$ cat config.mk
export PLATFORM = sky130hd
export DESIGN_NAME = pwm6_bank
export DESIGN_NICKNAME = d
export VERILOG_FILES = /design/src/rtl/pwm6_pkg.sv /design/src/rtl/pwm6_chan_regs.sv /design/src/rtl/pwm6_chan_core.sv /design/src/rtl/pwm6_bank.sv
export SDC_FILE = /design/constraint.sdc
export NUM_CORES = 2
export LEC_CHECK = 0
export ABC_AREA = 0
export CORE_UTILIZATION = 40
export CTS_BUF_LIST = sky130_fd_sc_hd__clkbuf_2
export DETAILED_ROUTE_END_ITERATION = 10
export GPL_TIMING_DRIVEN = 0
export PLACE_DENSITY_LB_ADDON = 0.12
export SYNTH_ARGS = -nofsm -noshare
export SYNTH_HDL_FRONTEND = slang
export SYNTH_SLANG_ARGS = --single-unit
$ cat constraint.sdc
create_clock -name clk -period 13.1 [get_ports clk]
set_clock_uncertainty 0.05 [all_clocks]
set_input_delay 3.275 -clock clk [delete_from_list [all_inputs] [get_ports clk]]
set_output_delay 3.275 -clock clk [all_outputs]
set_load 0.02 [all_outputs]
$ cat src/rtl/pwm6_pkg.sv
package pwm6_pkg;
  localparam int unsigned WORD_W   = 32;
  localparam int unsigned OFF_W    = 5;
  localparam logic [OFF_W-1:0] OFF_CTRL = 5'h00;
  localparam logic [OFF_W-1:0] OFF_PER  = 5'h08;
  localparam logic [OFF_W-1:0] OFF_ACT  = 5'h0C;

  localparam int unsigned B_LAUNCH = 0;
  localparam int unsigned B_COMMIT = 2;
  localparam int unsigned B_CONT   = 5;
  localparam int unsigned B_POL    = 8;
  localparam int unsigned B_OE     = 9;

  localparam logic [WORD_W-1:0] CTRL_KEEP =
    (32'd1 << B_COMMIT) | (32'd1 << B_CONT) | (32'd1 << B_POL) | (32'd1 << B_OE);

  function automatic logic [WORD_W-1:0] next_count(input logic [WORD_W-1:0] cnt,
                                                    input logic [WORD_W-1:0] per);
    return (cnt == per - 1) ? '0 : cnt + 1;
  endfunction

  function automatic logic in_active_phase(input logic [WORD_W-1:0] cnt,
                                           input logic [WORD_W-1:0] act);
    return cnt < act;
  endfunction

  function automatic logic pin_level(input logic active, input logic pol);
    return pol ? active : !active;
  endfunction
endpackage

$ cat src/rtl/pwm6_chan_regs.sv
module pwm6_chan_regs
  import pwm6_pkg::*;
(
  input  logic              clk,
  input  logic              rst_n,
  input  logic              wr_ctrl,
  input  logic              wr_per,
  input  logic              wr_act,
  input  logic [WORD_W-1:0] wdata,
  output logic [WORD_W-1:0] ctrl_q,
  output logic [WORD_W-1:0] stg_per,
  output logic [WORD_W-1:0] stg_act,
  output logic              launch_pulse,
  output logic              commit_rise
);
  assign launch_pulse = wr_ctrl && wdata[B_LAUNCH];
  assign commit_rise  = wr_ctrl && wdata[B_COMMIT] && !ctrl_q[B_COMMIT];

  always_ff @(posedge clk or negedge rst_n) begin
    if (!rst_n) begin
      ctrl_q  <= '0;
      stg_per <= '0;
      stg_act <= '0;
    end else begin
      if (wr_ctrl) ctrl_q  <= wdata & CTRL_KEEP;
      if (wr_per)  stg_per <= wdata;
      if (wr_act)  stg_act <= wdata;
    end
  end
endmodule

$ cat src/rtl/pwm6_chan_core.sv
module pwm6_chan_core
  import pwm6_pkg::*;
(
  input  logic              clk,
  input  logic              rst_n,
  input  logic              launch_pulse,
  input  logic              commit_rise,
  input  logic [WORD_W-1:0] stg_per,
  input  logic [WORD_W-1:0] stg_act,
  input  logic              pol,
  output logic              pin,
  output logic              running,
  output logic              pending,
  output logic [WORD_W-1:0] act_per,
  output logic [WORD_W-1:0] act_duty,
  output logic [WORD_W-1:0] cnt
);
  logic at_boundary;
  logic apply_now;
  logic active;

  // a period boundary exists at the last count, or any time nothing is counting
  assign at_boundary = !running || (act_per == '0) || (cnt == act_per - 1);
  assign apply_now   = pending && at_boundary;

  always_ff @(posedge clk or negedge rst_n) begin
    if (!rst_n) begin
      running  <= 1'b0;
      pending  <= 1'b0;
      act_per  <= '0;
      act_duty <= '0;
      cnt      <= '0;
    end else begin
      if (launch_pulse) running <= 1'b1;
      if (commit_rise)    pending <= 1'b1;
      else if (apply_now) pending <= 1'b0;
      if (apply_now) begin
        act_per  <= stg_per;
        act_duty <= stg_act;
      end
      if (launch_pulse || apply_now)    cnt <= '0;
      else if (running && act_per != 0) cnt <= next_count(cnt, act_per);
    end
  end

  assign active = running && (act_per != '0) && in_active_phase(cnt, act_duty);
  assign pin    = pin_level(active, pol);
endmodule

$ cat src/rtl/pwm6_bank.sv
module pwm6_bank
  import pwm6_pkg::*;
#(
  parameter int unsigned NCH    = 6,
  parameter int unsigned ADDR_W = 8
) (
  input  logic              clk,
  input  logic              rst_n,
  input  logic [ADDR_W-1:0] bus_addr,
  input  logic              bus_we,
  input  logic [31:0]       bus_wdata,
  output logic [31:0]       bus_rdata,
  output logic [NCH-1:0]    pwm_out
);
  localparam int unsigned CH_W = ADDR_W - OFF_W;

  logic [CH_W-1:0]  ch_sel;
  logic [OFF_W-1:0] off_sel;
  assign ch_sel  = bus_addr[ADDR_W-1:OFF_W];
  assign off_sel = bus_addr[OFF_W-1:0];

  logic [NCH-1:0][WORD_W-1:0] ctrl_w, stg_per_w, stg_act_w;
  logic [NCH-1:0][WORD_W-1:0] act_per_w, act_duty_w, cnt_w;
  logic [NCH-1:0]             run_w, pend_w, pol_w;

  for (genvar i = 0; i < NCH; i++) begin : g_ch
    logic hit, launch, rise;
    assign hit = bus_we && (ch_sel == CH_W'(i));

    pwm6_chan_regs i_regs (
      .clk(clk), .rst_n(rst_n),
      .wr_ctrl(hit && off_sel == OFF_CTRL),
      .wr_per (hit && off_sel == OFF_PER),
      .wr_act (hit && off_sel == OFF_ACT),
      .wdata(bus_wdata),
      .ctrl_q(ctrl_w[i]), .stg_per(stg_per_w[i]), .stg_act(stg_act_w[i]),
      .launch_pulse(launch), .commit_rise(rise)
    );

    assign pol_w[i] = ctrl_w[i][B_POL];

    pwm6_chan_core i_core (
      .clk(clk), .rst_n(rst_n),
      .launch_pulse(launch), .commit_rise(rise),
      .stg_per(stg_per_w[i]), .stg_act(stg_act_w[i]), .pol(pol_w[i]),
      .pin(pwm_out[i]), .running(run_w[i]), .pending(pend_w[i]),
      .act_per(act_per_w[i]), .act_duty(act_duty_w[i]), .cnt(cnt_w[i])
    );
  end

  always_comb begin
    bus_rdata = '0;
    for (int i = 0; i < NCH; i++) begin
      if (ch_sel == CH_W'(i)) begin
        case (off_sel)
          OFF_CTRL: bus_rdata = ctrl_w[i];
          OFF_PER:  bus_rdata = stg_per_w[i];
          OFF_ACT:  bus_rdata = stg_act_w[i];
          default:  bus_rdata = '0;
        endcase
      end
    end
  end
endmodule

* Yosys cells after proc, flatten, opt, wreduce, memory -nomap -nowiden
Index checks and enable logic that the tools add are counted.
Word-level totals: flip-flop bits (word level) 996, input port bits 43, logic and storage cells 249
Operators by class: add/sub/neg operators 12, $lt $le $gt $ge 6, equal/unequal tests 13, multiplexer cells 48, reductions and logical operators 122
Operator list (count):
- $mux W32 | 24
- $pmux W32 S3 | 6
- $add A32 B1 Y32 const B | 6
- $eq A32 B32 Y1 | 6
- $logic_not A32 Y1 | 6
- $lt A32 B32 Y1 | 6
- $reduce_bool A32 Y1 | 6
- $sub A32 B1 Y32 const B | 6
- $logic_and A1 B1 Y1 | 60
- $reduce_bool A2 Y1 | 12
- $logic_not A1 Y1 | 18
- $logic_or A1 B1 Y1 | 18
- $mux W1 | 18
- $eq A5 B4 Y1 const B | 2
- $eq A3 B2 Y1 const B | 2
- $eq A3 B3 Y1 const B | 2
- $logic_not A5 Y1 | 1
- $eq A3 B1 Y1 const B | 1
- $logic_not A3 Y1 | 1

* Longest topological paths before layout
depth after elaboration 8, depth in mapped cells 15

* Cells and area by module
A second synthesis with hierarchy kept.
Unflattened totals: cell total of the unflattened synthesis 6489, area total of the unflattened synthesis 66128.4 µm²
Modules (own cells, without submodules):
- pwm6_chan_core (g_ch[0].i_core ...) | times used 3, cells an instance 970, area an instance 7742.4 µm², sequential area each 2452.4 µm²
- pwm6_chan_core (g_ch[3].i_core ...) | times used 3, cells an instance 607, area an instance 6309.8 µm², sequential area each 2452.4 µm²
- pwm6_chan_regs | times used 6, cells an instance 175, area an instance 3064.2 µm², sequential area each 1701.6 µm²
- pwm6_bank | times used 1, cells an instance 708, area an instance 5586.6 µm², sequential area each 0.0 µm²

* Least setup slack after synthesis
Ideal clock, no wire load.
path type input-to-output, from input port bus_addr[2], to output port bus_rdata[14], arrival time 5.518 ns, path slack 4.257 ns, stages 8, path through clkbuf_1 -> clkbuf_1 -> clkbuf_1 -> clkbuf_1 -> mux2i_1 -> nor3_1 -> nor3_1 -> a21oi_1
Between the ends: cells in the longest elaborated chain, start to end 8, elaborated cells between the ends (all ways) 15
RTL lines:
- from (decl) | RTL line pwm6_bank.sv:9 | input logic [ADDR_W-1:0] bus_addr,
- $eq A5 B4 Y1 or $logic_not A5 Y1 (tied branches) | RTL line pwm6_bank.sv:55 | case (off_sel)
- $pmux W32 S3 | RTL line pwm6_bank.sv:55
- $mux W32 (5 in a row) | RTL line pwm6_bank.sv:54 | if (ch_sel == CH_W'(i)) begin
- $mux W32 * | RTL line pwm6_bank.sv:54
- to (decl) | RTL line pwm6_bank.sv:12 | output logic [31:0] bus_rdata,
Every way passes the cells marked *; elsewhere a longest branch is shown, timed or not.

* Worst setup path in the final report
from input port bus_addr[2], to output port bus_rdata[25]
The elaborated chain is that of the path after synthesis.

==> metrics.csv <==
metric,value,unit
setup.worst_path.start,bus_addr[2],
htreeDepth,5,
synth_most_common_cell,dfrtp_1,
synth-main-ff-cell,dfrtp_1,
numPortBuffers,77,
clkPwrFrac,38.4,%
die_area,140000,um2
endpoint_kind,primary output,
gr-total-overflow,0,
avgSynthCellArea,10.9,um2
first_pass_iters,6,
cts_tree,yes,
setup_tns,0,ps
grt_first_pass_wirelength,285000,um
final_max_slew_viol_count,0,
fin_crit_sh,93.0,%
synth_fp_nets,5331,
nets,5716,
post_cts_resized,0,
path_class,in2out,
max_freq,82.1,MHz
hold_ws,441,ps
die_w,375,um
status,"complete, but fails checks",
hold_path.class,reg2reg,
std_cell_rows,136,
antenna_found_initial,20,
wirelength,194000,um
dp_hpwl,146000,um
synth-seq-cells,996,
violations,max-capacitance violations,
clkTransAtPathRegs,100,ps
r2r_slack,8240,ps
critPathCapture,bus_rdata[25],
worstReg2RegEnd,g_ch[1].i_core.act_duty[23],
ys_types,91,
drt_iter0_markers,3469,
synth_area_leaders,"dfrtp_1 45%, mux2_2 8.7%, mux2_1 5.3%, ha_1 4.5%, xnor2_1 3.6%",
tightest_slew,1500,ps
power_switching,1.81,mW
cts_root_buffer,clkbuf_2,
finalPower,6.02,mW
async_reset_ff_share,100,%
synth_common_cells,"996 x dfrtp_1, 429 x mux2_2, 288 x nor2_1",
die_h,375,um
placed_cells,6971,
synth_top_area_share,44.9,%
syn_inst,5090,
hold_buffers,0,
worstPathArrival,8850,ps
syn-cell-area,55500,um2
startpoint_type,input pin,
maxSlewHeadroom,0.209,%
power_density,98.4,nW/um2
wire_per_inst,26.1,um
yosysWarnings,0,
track_usage,27.6,%
postCtsSetupBuffers,0,
seqPwrFrac,53.9,%
timing.rr.start,g_ch[1].i_core.act_per[0],
synth-edff-count,0,
leakagePower,29.9,nW
p_comb_share,7.7,%
vias_per_cell,5.64,
drc,0,
ant_nets,0,
gp_congestion,0.968,
drv_cap,1,
ir_drop,0.0000529,V
clk_latency,1710,ps
drive_gt1_share,19.4,%
fin_cells,7454,
internal_power,4.21,mW
cts_buffers,296,
switching_share,30.0,%
first_global_vias,41500,
cts.path.max_buffers,4,
min_period,12180,ps
start_util,40.3,%
pin_count,81,
synth_top_cell_by_area,dfrtp_1,
crit_required,9770,ps
num_vias,42100,
ys_seq_area_share,44.9,%
finalSetupViolations,0,
rsz0062_at_grt,no,
fp.coreArea,138000,um2
clkSinkCount,996,
syn2layout_area_growth,10.2,%
rr_worst_depth,12,
cp_max_fo,10,
grt_max_degree,162,
final_hold_viol_count,0,
-- critical path: stages --
cell	delay (ps)
clkbuf_1	300
clkbuf_1	950
clkbuf_1	960
buf_1	990
mux2i_1	590
nor3_1	320
nor3_1	140
a21oi_1	530
clkdlybuf4s50_1	750
-- registers in the layout, indices dropped and copies added (netlist names) --
signal / cells
g_ch.i_core.act_per: 192
g_ch.i_core.pending: 6
g_ch.i_core.cnt: 192
g_ch.i_regs.stg_per: 192
g_ch.i_regs.ctrl_q: 24
g_ch.i_regs.stg_act: 192
g_ch.i_core.running: 6
g_ch.i_core.act_duty: 192
-- cell type report --
cell class | count | area (um2)
fill | 13400 | 76400
multi-input combinational | 3567 | 28400
sequential | 996 | 24900
tap | 1794 | 2240
clock buffer | 421 | 2110
buffer | 283 | 1320
timing repair buffer | 87 | 1000
inverter | 244 | 916
clock inverter | 50 | 277
antenna | 12 | 30.0
-- cell usage in the layout, fill, tap and decap left out, types with 130 or more instances in the layout --
| cell type | instances |
|---|---|
| dfrtp_1 | 996 |
| clkbuf_2 | 430 |
| mux2_2 | 429 |
| nor2_1 | 288 |
| nor3_1 | 260 |
| mux2_1 | 260 |
| inv_1 | 243 |
| nand2_1 | 231 |
| xnor2_1 | 229 |
| clkbuf_1 | 210 |
| ha_1 | 198 |
| xor2_1 | 197 |
| mux2i_1 | 151 |
| nand3_1 | 137 |
| a21oi_1 | 130 |
-- power groups by stage --
stage | sequential (mW) | clock, mW | combinational (mW)
after floorplan | 3.26 | 0 | 0.226
after global placement | 3.32 | 0 | 0.447
after detailed placement | 3.31 | 0 | 0.459
after CTS | 3.25 | 2.39 | 0.460
after global routing | 3.26 | 2.53 | 0.496
final | 3.25 | 2.31 | 0.462
-- per-layer routing --
layer | vias up | wire [um] | track usage [%] | share of wire (%)
met5 | - | 47 | 0 | 0.024
met4 | 8 | 6560 | 9.80 | 3.4
met3 | 353 | 12800 | 5.65 | 6.6
met2 | 1281 | 84500 | 41.0 | 43
met1 | 21200 | 90400 | 39.5 | 47
li1 | 19200 | - | - | -
-- worst min path at each step --
stage                                from                          to  slack [ps]  cells after the start
2_1_floorplan    g_ch[4].i_regs.ctrl_q[9]    g_ch[4].i_regs.ctrl_q[9]         400                      2
3_3_place_gp     g_ch[4].i_regs.ctrl_q[9]    g_ch[4].i_regs.ctrl_q[9]         410                      2
3_5_place_dp     g_ch[5].i_regs.ctrl_q[9]    g_ch[5].i_regs.ctrl_q[9]         410                      2
4_1_cts          g_ch[5].i_regs.ctrl_q[5]    g_ch[5].i_regs.ctrl_q[5]         440                      2
5_1_grt        g_ch[0].i_core.act_duty[8]  g_ch[0].i_core.act_duty[8]         460                      1
6_report         g_ch[5].i_regs.ctrl_q[5]    g_ch[5].i_regs.ctrl_q[5]         440                      2
-- per-stage QoR --
| step | util [%] | cell area (um2) | setup slack (ps) |
|---|---|---|---|
| detailed placement | 42.7 | 58800 | 1040 |
| CTS | 44.4 | 61200 | 1020 |
| finish | 44.5 | 61200 | 923 |
| global route | 44.5 | 61200 | 1030 |
| global placement | 42.5 | 58600 | -39050 |
| floorplan | - | 55500 | 4260 |
-- logic make-up after synthesis --
kind of cell / share of synthesized area [%]
compound gates: 7.00
simple gates: 13.1
mux: 19.9
xor+xnor: 6.72
fa+ha+maj: 4.46
buf+inv: 4.00
flops: 44.9
Note: power is estimated with default switching activity, not from simulation.
